[config.mk]
export PLATFORM = sky130hd
export DESIGN_NAME = sinc3_decim
export DESIGN_NICKNAME = d
export VERILOG_FILES = /design/src/rtl/sinc3_pkg.sv /design/src/rtl/sinc3_rate_div.sv /design/src/rtl/sinc3_integ.sv /design/src/rtl/sinc3_comb.sv /design/src/rtl/sinc3_decim.sv
export SDC_FILE = /design/constraint.sdc
export NUM_CORES = 1
export LEC_CHECK = 0
export BUFFER_PORTS_ARGS = -buffer_cell sky130_fd_sc_hd__buf_2
export CAP_MARGIN = 20
export CELL_PAD_IN_SITES_DETAIL_PLACEMENT = 1
export CELL_PAD_IN_SITES_GLOBAL_PLACEMENT = 2
export CORE_UTILIZATION = 35
export CTS_BUF_LIST = sky130_fd_sc_hd__clkbuf_8
export DETAILED_ROUTE_END_ITERATION = 6
export GPL_TIMING_DRIVEN = 0
export HOLD_SLACK_MARGIN = 0.02
export PLACE_DENSITY_LB_ADDON = 0.1
export SLEW_MARGIN = 30
export SYNTH_ARGS = -nofsm -noshare
export SYNTH_HDL_FRONTEND = slang
export SYNTH_SLANG_ARGS = --single-unit
export TNS_END_PERCENT = 50
[constraint.sdc]
create_clock -name clk -period 13.4 [get_ports clk]
set_input_delay 3.35 -clock clk [delete_from_list [all_inputs] [get_ports clk]]
set_output_delay 3.35 -clock clk [all_outputs]
set_load 0.005 [all_outputs]
[src/rtl/sinc3_pkg.sv]
package sinc3_pkg;
  localparam int RATE_W = 12;
  localparam int ORDER  = 3;
endpackage

[src/rtl/sinc3_rate_div.sv]
module sinc3_rate_div #(
  parameter int NW = 12,
  parameter int DW = 12
) (
  input  logic [NW-1:0] num,
  input  logic [DW-1:0] den,
  output logic [NW-1:0] quo
);
  logic [NW-1:0][DW-1:0] rem;

  assign rem[0] = '0;

  for (genvar g = 0; g < NW; g++) begin : g_stage
    logic [DW:0] sh;
    logic        fits;
    assign sh   = {rem[g], num[NW-1-g]};
    assign fits = (sh >= {1'b0, den});
    assign quo[NW-1-g] = fits;
    if (g < NW-1) begin : g_carry
      assign rem[g+1] = fits ? (sh[DW-1:0] - den) : sh[DW-1:0];
    end
  end
endmodule

[src/rtl/sinc3_integ.sv]
module sinc3_integ #(
  parameter int W      = 48,
  parameter int STAGES = 3
) (
  input  logic         clk,
  input  logic         rst_n,
  input  logic         clr,
  input  logic         en,
  input  logic [W-1:0] x,
  output logic [W-1:0] y_nxt
);
  for (genvar g = 0; g < STAGES; g++) begin : g_stg
    logic [W-1:0] acc_q;
    logic [W-1:0] acc_n;
    logic [W-1:0] feed;
    logic [W-1:0] sum;

    if (g == 0) begin : g_head
      assign feed = x;
    end else begin : g_link
      assign feed = g_stg[g-1].sum;
    end

    assign sum = acc_q + feed;

    always_comb begin
      acc_n = acc_q;
      if (clr)     acc_n = '0;
      else if (en) acc_n = sum;
    end

    always_ff @(posedge clk or negedge rst_n) begin
      if (!rst_n) acc_q <= '0;
      else        acc_q <= acc_n;
    end
  end

  assign y_nxt = g_stg[STAGES-1].sum;
endmodule

[src/rtl/sinc3_comb.sv]
module sinc3_comb #(
  parameter int W      = 48,
  parameter int STAGES = 3
) (
  input  logic         clk,
  input  logic         rst_n,
  input  logic         clr,
  input  logic         en,
  input  logic [W-1:0] x,
  output logic [W-1:0] y
);
  for (genvar g = 0; g < STAGES; g++) begin : g_stg
    logic [W-1:0] dly_q;
    logic [W-1:0] dly_n;
    logic [W-1:0] feed;
    logic [W-1:0] dif;

    if (g == 0) begin : g_head
      assign feed = x;
    end else begin : g_link
      assign feed = g_stg[g-1].dif;
    end

    assign dif = feed - dly_q;

    always_comb begin
      dly_n = dly_q;
      if (clr)     dly_n = '0;
      else if (en) dly_n = feed;
    end

    always_ff @(posedge clk or negedge rst_n) begin
      if (!rst_n) dly_q <= '0;
      else        dly_q <= dly_n;
    end
  end

  assign y = g_stg[STAGES-1].dif;
endmodule

[src/rtl/sinc3_decim.sv]
module sinc3_decim
  import sinc3_pkg::*;
#(
  parameter  int IW    = 24,
  parameter  int DMAX  = 256,
  parameter  int BASE0 = 3840,
  parameter  int BASE1 = 3200,
  localparam int OW    = IW + ORDER * $clog2(DMAX)
) (
  input  logic              clk,
  input  logic              rst_n,
  input  logic [IW-1:0]     in_data,
  input  logic              in_valid,
  input  logic [RATE_W-1:0] rate_owr,
  input  logic              rate_fam,
  input  logic              bypass,
  output logic [OW-1:0]     out_data,
  output logic              out_valid
);
  localparam int BMAX = (BASE0 > BASE1) ? BASE0 : BASE1;
  localparam int NW   = $clog2(BMAX + 1);
  localparam int DW   = $clog2(DMAX + 1);
  localparam int WW   = $clog2(ORDER + 1);
  localparam int CW   = RATE_W + 2;

  // reset: asserted asynchronously, released after two clock edges
  logic [1:0] rsync_q;
  logic       rst_q_n;

  always_ff @(posedge clk or negedge rst_n) begin
    if (!rst_n) rsync_q <= 2'b00;
    else        rsync_q <= {rsync_q[0], 1'b1};
  end
  assign rst_q_n = rsync_q[1];

  // ratio derivation
  logic [NW-1:0] base_sel;
  logic [NW-1:0] quo;
  logic [DW-1:0] d_sel;
  logic [DW-1:0] d_last;
  logic          pass_sel;

  assign base_sel = rate_fam ? NW'(BASE1) : NW'(BASE0);

  sinc3_rate_div #(.NW(NW), .DW(RATE_W)) i_div (
    .num (base_sel),
    .den (rate_owr),
    .quo (quo)
  );

  assign d_sel    = (32'(quo) > 32'(DMAX)) ? DW'(DMAX) : DW'(quo);
  assign d_last   = d_sel - DW'(1);
  assign pass_sel = bypass | (quo <= NW'(1));

  // configuration tracking
  logic [CW-1:0] cfg_cur;
  logic [CW-1:0] cfg_q;
  logic          cfg_chg;

  assign cfg_cur = {rate_owr, rate_fam, bypass};
  assign cfg_chg = (cfg_cur != cfg_q);

  always_ff @(posedge clk or negedge rst_q_n) begin
    if (!rst_q_n) cfg_q <= '0;
    else          cfg_q <= cfg_cur;
  end

  // datapath
  logic          acc;
  logic          last;
  logic          dec;
  logic [OW-1:0] x_ext;
  logic [OW-1:0] i3_nxt;
  logic [OW-1:0] comb_y;

  assign x_ext = {{(OW-IW){in_data[IW-1]}}, in_data};
  assign acc   = in_valid & ~pass_sel & ~cfg_chg;

  logic [DW-1:0] cnt_q;
  logic [DW-1:0] cnt_n;
  assign last = (cnt_q == d_last);
  assign dec  = acc & last;

  sinc3_integ #(.W(OW), .STAGES(ORDER)) i_integ (
    .clk   (clk),
    .rst_n (rst_q_n),
    .clr   (cfg_chg),
    .en    (acc),
    .x     (x_ext),
    .y_nxt (i3_nxt)
  );

  sinc3_comb #(.W(OW), .STAGES(ORDER)) i_comb (
    .clk   (clk),
    .rst_n (rst_q_n),
    .clr   (cfg_chg),
    .en    (dec),
    .x     (i3_nxt),
    .y     (comb_y)
  );

  // sequencing state
  logic [WW-1:0] warm_q;
  logic [WW-1:0] warm_n;
  logic          ov_q;
  logic          ov_n;
  logic [OW-1:0] od_q;
  logic [OW-1:0] od_n;
  logic          od_ld;

  always_comb begin
    cnt_n  = cnt_q;
    warm_n = warm_q;
    ov_n   = 1'b0;
    od_n   = od_q;
    od_ld  = 1'b0;
    if (cfg_chg) begin
      cnt_n  = '0;
      warm_n = WW'(ORDER);
    end else if (pass_sel) begin
      ov_n = in_valid;
      if (in_valid) begin
        od_n  = x_ext;
        od_ld = 1'b1;
      end
    end else if (acc) begin
      cnt_n = last ? '0 : cnt_q + DW'(1);
      if (last) begin
        if (warm_q != '0) begin
          warm_n = warm_q - WW'(1);
        end else begin
          ov_n  = 1'b1;
          od_n  = comb_y;
          od_ld = 1'b1;
        end
      end
    end
  end

  always_ff @(posedge clk or negedge rst_q_n) begin
    if (!rst_q_n) begin
      cnt_q  <= '0;
      warm_q <= WW'(ORDER);
      ov_q   <= 1'b0;
    end else begin
      cnt_q  <= cnt_n;
      warm_q <= warm_n;
      ov_q   <= ov_n;
    end
  end

  always_ff @(posedge clk or negedge rst_q_n) begin
    if (!rst_q_n)   od_q <= '0;
    else if (od_ld) od_q <= od_n;
  end

  assign out_valid = ov_q;
  assign out_data  = od_q;
endmodule

## Yosys cells after proc, flatten, opt, wreduce, memory -nomap -nowiden

Cells that the tools add are included.

- Bits in registers: 364
- Bits of input ports: 41
- Output and inout port bits: 49
- Logic and storage cells: 114

- Add/sub/neg operators: 20
- Order comparisons: 14
- Equality and inequality tests: 5
- Muxes and demuxes: 47
- Bitwise operators: 6
- Reductions and logical operators: 10

Operators with widths:

| kind | number |
|---|---|
| $mux 48 | 17 |
| $add 48x48->48 | 3 |
| $sub 48x48->48 | 3 |
| $ge 13x12->1 | 11 |
| $mux 12 | 11 |
| $sub 12x12->12 | 10 |
| $mux 9 | 5 |
| $ne 14x14->1 | 1 |
| $reduce_bool 2->1 | 7 |
| $ge 1x12->1 const A | 1 |
| $gt 12x9->1 const B | 1 |
| $le 12x1->1 const B | 1 |
| $sub 1x12->12 const A | 1 |
| $mux 10 | 1 |
| $mux 2 | 5 |
| $add 9x1->9 const B | 1 |
| $eq 9x9->1 | 1 |
| $sub 9x1->9 const B | 1 |
| $mux 1 | 8 |
| $reduce_and 6->1 | 1 |
| $ne 2x2->1 const B | 2 |
| $reduce_and 4->1 | 1 |
| $and 1x1->1 | 3 |
| $ne 2x1->1 const B | 1 |
| other kinds (4) | 5 |

## Logic depth before layout (Yosys ltp)

Gate-level depths: netlist of the first run.

- Word-level depth: 32
- Depth in mapped cells: 169
- Gate-level depth less buffers: 156

## Cells and area by module

From an unflattened synthesis of the first run, not the netlist that was laid out.

- Cell total of the unflattened synthesis: 4580
- Area total of the unflattened synthesis: 38674.6 um2

By module, submodules not included:

| module | times used | cells each | area an instance (um2) |
|---|---|---|---|
| sinc3_comb | 1 | 1787 | 14592.7 |
| sinc3_integ | 1 | 1530 | 13191.4 |
| sinc3_rate_div | 1 | 953 | 7238.2 |
| sinc3_decim | 1 | 310 | 3652.3 |

## Worst setup path after synthesis of the first run

No wires, ideal clock.

- Path kind: input to register
- Start: input rate_owr[1]
- End: register od_q[39] (netlist: out_data[39])
- Setup time: 0.125 ns
- Arrival: 33.646 ns
- Required time: 13.275 ns
- Setup slack: -20.371 ns
- Stages on the path: 160
- Path through: buf_2 -> inv_1 -> ha_1 -> nand2_1 -> a21oi_1 -> and2_1 -> ha_1 -> fa_1 -> nand2b_1 -> a211oi_1 -> nor3_1 -> o211ai_1 -> buf_2 -> mux2i_1 -> ha_1 -> o21a_1 -> o31a_1 -> o41a_1 -> [... 124 more ...] -> o21a_1 -> o2111ai_1 -> nor4_2 -> nand3_1 -> nand2_1 -> nand2_1 -> ha_1 -> clkbuf_1 -> inv_1 -> nor2_1 -> a31oi_1 -> a21boi_1 -> and4b_1 -> and3_1 -> a41o_1 -> buf_2 -> buf_2 -> mux2_2

- Longest elaborated chain between the ends: 32
- Elaborated cells between the ends (all ways): 55

RTL lines:

| item | line | text |
|---|---|---|
| start, declared | sinc3_decim.sv:14 | `input logic [RATE_W-1:0] rate_owr,` |
| $sub 1x12->12 / $ge 1x12->1 (equally long branches) | sinc3_rate_div.sv:20, sinc3_rate_div.sv:17 |  |
| $mux 12 | sinc3_rate_div.sv:20 | `assign rem[g+1] = fits ? (sh[DW-1:0] - den) : sh[DW-1:0];` |
| $sub 12x12->12 / $ge 13x12->1 (equally long branches) | sinc3_rate_div.sv:20, sinc3_rate_div.sv:17 |  |
| $mux 12 | sinc3_rate_div.sv:20 |  |
| $sub 12x12->12 / $ge 13x12->1 (equally long branches) | sinc3_rate_div.sv:20, sinc3_rate_div.sv:17 |  |
| $mux 12 | sinc3_rate_div.sv:20 |  |
| $sub 12x12->12 / $ge 13x12->1 (equally long branches) | sinc3_rate_div.sv:20, sinc3_rate_div.sv:17 |  |
| $mux 12 | sinc3_rate_div.sv:20 |  |
| [... 16 more ...] | - |  |
| $mux 9 / $or 1x1->1 (equally long branches) | sinc3_decim.sv:51, sinc3_decim.sv:53 |  |
| $sub 9x1->9 / $not 1->1 (equally long branches) | sinc3_decim.sv:52, sinc3_decim.sv:77 |  |
| $eq 9x9->1 / $and 1x1->1 (equally long branches) | sinc3_decim.sv:81, sinc3_decim.sv:77 |  |
| $mux 1 / $and 1x1->1 (equally long branches) | sinc3_decim.sv:128, sinc3_decim.sv:77 |  |
| $mux 1 | sinc3_decim.sv:126 | `end else if (acc) begin` |
| $mux 1 | sinc3_decim.sv:120 | `end else if (pass_sel) begin` |
| $mux 1 | sinc3_decim.sv:117 | `if (cfg_chg) begin` |
| $reduce_and 6->1 (no source line) | - |  |
| end signal, assigned | sinc3_decim.sv:154 | `else if (od_ld) od_q <= od_n;` |
| end, declared | sinc3_decim.sv:107 | `logic [OW-1:0] od_q;` |

Parallel ways exist; a longest one is shown, timed or not.
A chain may end at the register's enable or synchronous reset.

## Worst setup path after layout of the first run

- Start: input rate_owr[5]
- End: register od_q[35] (netlist: out_data[35])

- Longest elaborated chain between the ends: 32
- Elaborated cells between the ends (all ways): 55

RTL lines:

| item | line |
|---|---|
| $sub 1x12->12 / $ge 1x12->1 (equally long branches) | sinc3_rate_div.sv:20, sinc3_rate_div.sv:17 |
| $mux 12 | sinc3_rate_div.sv:20 |
| $sub 12x12->12 / $ge 13x12->1 (equally long branches) | sinc3_rate_div.sv:20, sinc3_rate_div.sv:17 |
| $mux 12 | sinc3_rate_div.sv:20 |
| $sub 12x12->12 / $ge 13x12->1 (equally long branches) | sinc3_rate_div.sv:20, sinc3_rate_div.sv:17 |
| $mux 12 | sinc3_rate_div.sv:20 |
| $sub 12x12->12 / $ge 13x12->1 (equally long branches) | sinc3_rate_div.sv:20, sinc3_rate_div.sv:17 |
| $mux 12 | sinc3_rate_div.sv:20 |
| [... 16 more ...] | - |
| $mux 9 / $or 1x1->1 (equally long branches) | sinc3_decim.sv:51, sinc3_decim.sv:53 |
| $sub 9x1->9 / $not 1->1 (equally long branches) | sinc3_decim.sv:52, sinc3_decim.sv:77 |
| $eq 9x9->1 / $and 1x1->1 (equally long branches) | sinc3_decim.sv:81, sinc3_decim.sv:77 |
| $mux 1 / $and 1x1->1 (equally long branches) | sinc3_decim.sv:128, sinc3_decim.sv:77 |
| $mux 1 | sinc3_decim.sv:126 |
| $mux 1 | sinc3_decim.sv:120 |
| $mux 1 | sinc3_decim.sv:117 |
| $reduce_and 6->1 (no source line) | - |

Parallel ways exist; a longest one is shown, timed or not.

==> results of run 1 <==
==> Yosys cell counts, drive strengths merged (55+ instances only) <==
cell    instances  area (µm²)
buf            55         310
nor3          107         536
nor2          333        1250
clkbuf         93         349
a21o          116         871
inv           294        1100
o21ai         222        1110
o21a           63         473
dfrtp         362        9060
nor2b          55         344
nand2         801        3010
ha            410        5130
xnor2         225        1970
nand2b         58         363
nand3          87         435
a21oi         573        2870
mux2           66         743
xor2          110         963
==> cell type report <==
cell class	count	share of cell area (%)
Multi-Input combinational cell	3817	60.3
Sequential cell	364	20.2
Timing Repair Buffer	398	7.45
Tap cell	1357	3.76
Clock buffer	103	3.14
Inverter	294	2.48
Buffer	141	2.20
Clock inverter	37	0.377
Antenna cell	8	0.0444
==> kinds of logic after synthesis <==
| logic type | Yosys count | share of synthesized area [%] |
|---|---|---|
| compound gates | 1310 | 22.7 |
| flops | 364 | 25.5 |
| simple gates | 1652 | 20.7 |
| other cells | 1 | 0.0105 |
| xor+xnor | 336 | 8.28 |
| mux | 97 | 2.95 |
| buf+inv | 442 | 4.94 |
| fa+ha+maj | 421 | 15.0 |
==> metrics by stage <==
stage                     cell area, µm²  utilization, %  setup WS (ns)
after floorplan                    36300               -         -17.31
after global placement             38500            38.3         -24.42
after detailed placement           38700            38.5         -24.74
after CTS                          43800            43.5         -17.74
after global routing               45100            44.8         -19.33
final                              45100            44.9         -18.16
==> power breakdown <==
group / switching (µW) / internal, µW / total (µW)
registers: 1.47 / 1100 / 1100
clock network: 592 / 686 / 1280
logic: 2650 / 2070 / 4720
total: 3240 / 3860 / 7110
==> critical path: cells and delay by family <==
kind            cells  cell delay, ns
compound gates     74           13.11
simple gates       35            5.40
buf+inv            36            5.14
fa+ha+maj          12            3.43
mux                 5            1.36
xor+xnor            1            0.27
==> repair_timing <==
action,CTS,global route
resized for setup,315,228
cloned,9,6
buffers inserted,227,63
endpoints found under the hold margin,0,0
pin swaps,234,183
endpoints found under the setup margin,348,348
==> flip-flops by register name, indices dropped and copies added, names as in the netlist <==
signal,count
cnt_q,9
i_comb.g_stg.dly_q,144
out_valid,1
rsync_q,2
warm_q,2
cfg_q,14
out_data,48
i_integ.g_stg.acc_q,144
==> layer usage <==
metal	GRT usage, %	vias up
li1	-	17200
met1	35.6	17100
met2	40.2	545
met3	3.98	161
met4	7.38	0
met5	0	-
==> path summary, 6_finish.rpt <==
path                                                  startpoint                                      to  slack, ns  cells past startpoint
setup / recovery                                     rate_owr[5]                out_data[35]$_DFFE_PN0P_     -18.16                    163
hold / removal                              rsync_q[1]$_DFF_PN0_  i_integ.g_stg[0].acc_q[43]$_DFFE_PN0P_       0.29                      1
setup reg to reg           i_integ.g_stg[0].acc_q[0]$_DFFE_PN0P_                out_data[47]$_DFFE_PN0P_      -1.07                     55
hold reg to reg                             rsync_q[1]$_DFF_PN0_  i_integ.g_stg[0].acc_q[43]$_DFFE_PN0P_       0.29                      1
max in group asynchronous                                  rst_n                    rsync_q[1]$_DFF_PN0_      10.87                      1
min in group clk                            rsync_q[0]$_DFF_PN0_                    rsync_q[1]$_DFF_PN0_       0.35                      0
==> Flow_metrics.wiki, run 1 <==
{| class="wikitable"
! Metric !! Value
|-
| Peak supply drop || 0.169 mV
|-
| Power per Cell Area || 158 nW/µm²
|-
| Detailed route wirelength on metal3 || 6060 µm
|-
| Setup crit start kind || input pin
|-
| Total number of nets in the final design || 5559
|-
| Final number of max-transition violations || 0
|-
| Max-cap viol count || 0
|-
| Final hold viol count || 0
|-
| Worst hold path type || flop to asynchronous set/reset pin
|-
| Count of flip-flops with a built-in enable after synthesis || 0
|-
| Number of buffers inserted by hold repair at cts || 0
|-
| Data arrival time of the worst path || 32.14 ns
|-
| Buffers on Ports || 89
|-
| Total Power || 7110 µW
|-
| Most common cell after layout, fill and taps aside || nand2_1
|-
| Initial standard-cell utilization of the core || 35.5%
|-
| Vias per inst || 5.37
|-
| Sum of met2 wire segment lengths after detailed routing || 59200 µm
|-
| Rel. slew slack || 31.3%
|-
| Cell at the root of the clock tree || clkbuf_8
|-
| Vias after detailed routing || 35000
|-
| Row Count || 116
|-
| Peak Freq || 31.7 MHz
|-
| Maximum net fanout on the critical path || 10
|-
| Final worst clock skew || 0.0447 ns
|-
| Placeable core region || 101000 µm²
|-
| Share of synthesized registers carrying an async set or reset || 100%
|-
| Number of buffers between clock root and the deepest sink || 3
|-
| Via count of the first global-routing pass || 35900
|-
| Final clock period utilization by the worst path || 236%
|-
| Post-synth cell types || 92
|-
| Antenna-violating nets left || 0
|-
| Global-route wire length before repair || 206000 µm
|-
| Overall fraction of global-route tracks in use || 25.5%
|-
| P_leak || 0.0201 µW
|-
| Met1 routed wirelength after detailed routing || 64700 µm
|-
| Count of boundary I/O pins || 90
|-
| Mean instance size in the synthesized netlist || 7.72 µm²
|-
| Worst path required time || 13.98 ns
|-
| Largest net degree at the start of global routing || 44
|-
| Type of the worst setup path || input pin to flop
|-
| Warnings from Yosys || 0
|-
| Setup violation total in the final timing report || 348
|-
| Most used flip-flop cell after synthesis || dfrtp_1
|-
| Aggregate routed wire length || 133000 µm
|-
| DR WL/cell || 20.4 µm
|-
| Failing checks || negative setup slack
|-
| Total negative slack || -5875.01 ns
|-
| Clock latency on the worst-skew pair || 0.72 ns
|-
| Flip-flop and latch count after synthesis || 364
|-
| CP peak stage delay || 0.45 ns
|-
| Final worst-path setup slack || -18.16 ns
|-
| Iteration-0 DRC count of the detailed router || 1501
|-
| Floorplan die area || 103000 µm²
|-
| Worst hold slack || 0.292 ns
|-
| Multi-input logic area || 27200 µm²
|-
| Worst Setup End Kind || flop
|-
| Setup repair after global routing missed its margin || yes
|-
| Commonest cells after routing, fill and taps aside || nand2_1 (722), a21oi_1 (469), ha_1 (371), dfrtp_1 (361), inv_1 (314)
|-
| Initial antenna violation count || 17
|-
| Area added between synthesis and finish || 26.4%
|-
| CP most frequent cell || buf_4
|-
| Cell at the slowest stage of the critical path || o41a_1
|-
| Run status || finished, violations left
|-
| RD Place Congestion || 0.840
|-
| Fill cell count || 12200
|-
| Transition time at the pin with the least slew margin || 1.03 ns
|-
| Placed Cells incl. Taps || 6079
|-
| DR top layer || met4
|-
| Storage cell area || 9110 µm²
|-
| Detailed-route DRC error count || 0
|-
| Die Height || 321 µm
|-
| Final non-filler cell total || 6519
|-
| Clock tree from TritonCTS || yes
|-
| Length of the first detailed-routing pass in iterations || 5
|-
| Sequential cell area fraction in the yosys report || 25.5%
|-
| Die span in x || 321 µm
|-
| Net count after synthesis || 5085
|-
| Detailed placer's ending HPWL || 101000 µm
|-
| Instance count of the mapped netlist || 4623
|-
| Clk sinks || 364
|-
| Post-synth design cell area || 35700 µm²
|-
| CTS H-Tree Depth || 3
|-
| Share of layout cells above drive strength 1 || 20.6%
|-
| Global route total overflow || 0
|-
| Number of buffers inserted during clock tree synthesis || 81
|-
| Clk pin slew, worst setup/hold paths || 0.05 ns
|-
| Minimum clock period after layout || 31.56 ns
|}
Note: power is estimated with default switching activity, not from simulation.
==> run 2: changes to the inputs <==
- CORE_UTILIZATION: 35 -> 40
==> run 2 against run 1 <==
Effect of this change: the flow still finishes with violations (negative setup slack); via count rose by 0.82%; power rose by 3.5%; critical path depth fell by 1; setup slack improved by 0.40 ns; core utilization rose by 6.7 points; non-clock buffer count fell by 21.
==> Flow_metrics.wiki, run 2 (synthesized netlist as in run 1, its figures left out) <==
{| class="wikitable"
! Metric !! Value
|-
| Vias per inst || 5.61
|-
| Share of layout cells above drive strength 1 || 22.3%
|-
| Run status || finished, violations left
|-
| Worst hold path type || flop to asynchronous set/reset pin
|-
| Final hold viol count || 0
|-
| Worst path required time || 13.94 ns
|-
| GR met3 Demand/Resource || 2.97%
|-
| GR Layer Usage met2 || 47.2%
|-
| Final core utilization || 51.6%
|-
| Data arrival time of the worst path || 31.70 ns
|-
| End of the worst register-to-register path || out_data[47]$_DFFE_PN0P_
|-
| Cell at the root of the clock tree || clkbuf_8
|-
| Final number of max-transition violations || 0
|-
| Setup violation total in the final timing report || 348
|-
| Setup crit start kind || input pin
|-
| Peak Freq || 32.1 MHz
|-
| CP peak stage delay || 0.42 ns
|-
| RD Place Congestion || 0.864
|-
| CTS H-Tree Depth || 3
|-
| Total placed instance area || 38500 µm²
|-
| Buffers on Ports || 89
|-
| DR WL/cell || 21.2 µm
|-
| Number of buffers between clock root and the deepest sink || 3
|-
| Number of buffers inserted by hold repair at cts || 0
|-
| Layout Cell Area excl Fill || 45600 µm²
|-
| Cell at the slowest stage of the critical path || a311o_1
|-
| Worst Reg-to-Reg Cells || 53
|-
| Worst Setup End Kind || flop
|-
| Global route total overflow || 0
|-
| Aggregate routed wire length || 133000 µm
|-
| P_leak || 0.0203 µW
|-
| Detailed-route DRC error count || 0
|-
| Largest net degree at the start of global routing || 47
|-
| Minimum clock period after layout || 31.16 ns
|-
| Via count of the first global-routing pass || 36000
|-
| Count of boundary I/O pins || 90
|-
| Die span in x || 301 µm
|-
| Transition time at the pin with the least slew margin || 1.09 ns
|-
| Setup repair after global routing missed its margin || yes
|-
| Max-cap viol count || 0
|-
| Global-route track usage on met1 || 38.1%
|-
| Global-route wire length before repair || 201000 µm
|-
| Floorplan die area || 90400 µm²
|-
| Number of buffers inserted during clock tree synthesis || 78
|-
| Overall fraction of global-route tracks in use || 28.1%
|-
| Total Power || 7350 µW
|-
| Commonest cells after routing, fill and taps aside || nand2_1 (637), a21oi_1 (443), ha_1 (375), dfrtp_1 (361)
|-
| Peak supply drop || 0.180 mV
|-
| Rel. slew slack || 27.4%
|-
| Placeable core region || 88400 µm²
|-
| Clk pin slew, worst setup/hold paths || 0.06 ns
|-
| Total number of nets in the final design || 5535
|-
| Most heavily used metal layer in global routing || met2
|-
| Reg2reg setup slack || -1.70 ns
|-
| Detailed placer's ending HPWL || 97900 µm
|-
| Final worst clock skew || 0.0543 ns
|-
| Final worst-path setup slack || -17.76 ns
|-
| Clock tree from TritonCTS || yes
|-
| Storage cell area || 9110 µm²
|-
| Antenna-violating nets left || 0
|-
| Die Height || 301 µm
|-
| Maximum net fanout on the critical path || 8
|-
| Failing checks || negative setup slack
|-
| Fill cell count || 10600
|-
| FF-to-FF Start || i_integ.g_stg[0].acc_q[0]$_DFFE_PN0P_
|-
| Final clock period utilization by the worst path || 233%
|-
| Clock latency on the worst-skew pair || 0.75 ns
|-
| Length of the first detailed-routing pass in iterations || 5
|-
| Vias after detailed routing || 35300
|-
| CP most frequent cell || buf_4
|-
| Initial standard-cell utilization of the core || 40.4%
|-
| Power per Cell Area || 161 nW/µm²
|-
| Most common cell after layout, fill and taps aside || nand2_1
|-
| Row Count || 109
|-
| Multi-input logic area || 27700 µm²
|-
| Area added between synthesis and finish || 27.7%
|-
| Clk sinks || 364
|-
| Iteration-0 DRC count of the detailed router || 1612
|-
| Initial antenna violation count || 3
|-
| Type of the worst setup path || input pin to flop
|}
## run 2: routing by layer
layer	wire length [µm]	part of all wire, %
met5	0	0
met2	63100	47
met4	3090	2.3
met3	3630	2.7
met1	63500	48
## run 2: area by class of cell
type / count / share of cell area (%)
repair buffers: 375 / 7.37
diodes: 1 / 0.00549
flip-flops and latches: 364 / 20.0
clock inverters: 42 / 0.612
plain buffers: 143 / 2.66
clock buffers: 93 / 2.81
multi-input cells: 3817 / 60.9
well taps: 1165 / 3.20
inverters: 294 / 2.49
## run 2: worst max-delay path: cells and delay by family
| family | cells | cell delay, ns |
|---|---|---|
| compound gates | 75 | 13.32 |
| xor+xnor | 1 | 0.17 |
| fa+ha+maj | 12 | 3.22 |
| buf+inv | 29 | 4.11 |
| mux | 6 | 1.71 |
| simple gates | 39 | 5.66 |
## run 2: repair_timing
action	4_1_cts	5_1_grt
buffers inserted	184	72
endpoints found under the setup margin	348	348
gates cloned	7	20
gates resized for setup	263	516
pin swaps	163	194
## run 2: worst max path at each step
| stage | from | endpoint | slack [ns] | cells past startpoint |
|---|---|---|---|---|
| final | rate_owr[7] | i_comb.g_stg[1].dly_q[37]$_DFFE_PN0P_ | -17.76 | 162 |
| after global routing | rate_owr[7] | i_comb.g_stg[0].dly_q[4]$_DFFE_PN0P_ | -18.92 | 156 |
| after CTS | rate_owr[7] | i_comb.g_stg[0].dly_q[36]$_DFFE_PN0P_ | -17.54 | 162 |
| after detailed placement | rate_owr[1] | i_comb.g_stg[0].dly_q[9]$_DFFE_PN0P_ | -24.06 | 157 |
| after global placement | rate_owr[1] | i_comb.g_stg[0].dly_q[14]$_DFFE_PN0P_ | -23.70 | 153 |
| after floorplan | rate_owr[1] | out_data[16]$_DFFE_PN0P_ | -17.31 | 160 |
## run 2: power breakdown
group | switching [µW] | total (µW) | internal, µW
clock | 589 | 1270 | 685
sequential | 2.73 | 1110 | 1100
combinational | 2780 | 4970 | 2200
## run 2: stage by stage
stage          worst slack, ns  TNS [ns]  hold WS [ns]  instances
3_3_place_gp            -23.70  -8846.83         0.334       5877
6_report                -17.76  -5766.74         0.211       6294
2_1_floorplan           -17.31  -5505.33         0.331       4623
5_1_grt                 -18.92  -6155.93         0.249       6294
4_1_cts                 -17.54  -5663.68         0.222       6211
3_5_place_dp            -24.06  -7772.59         0.251       5886
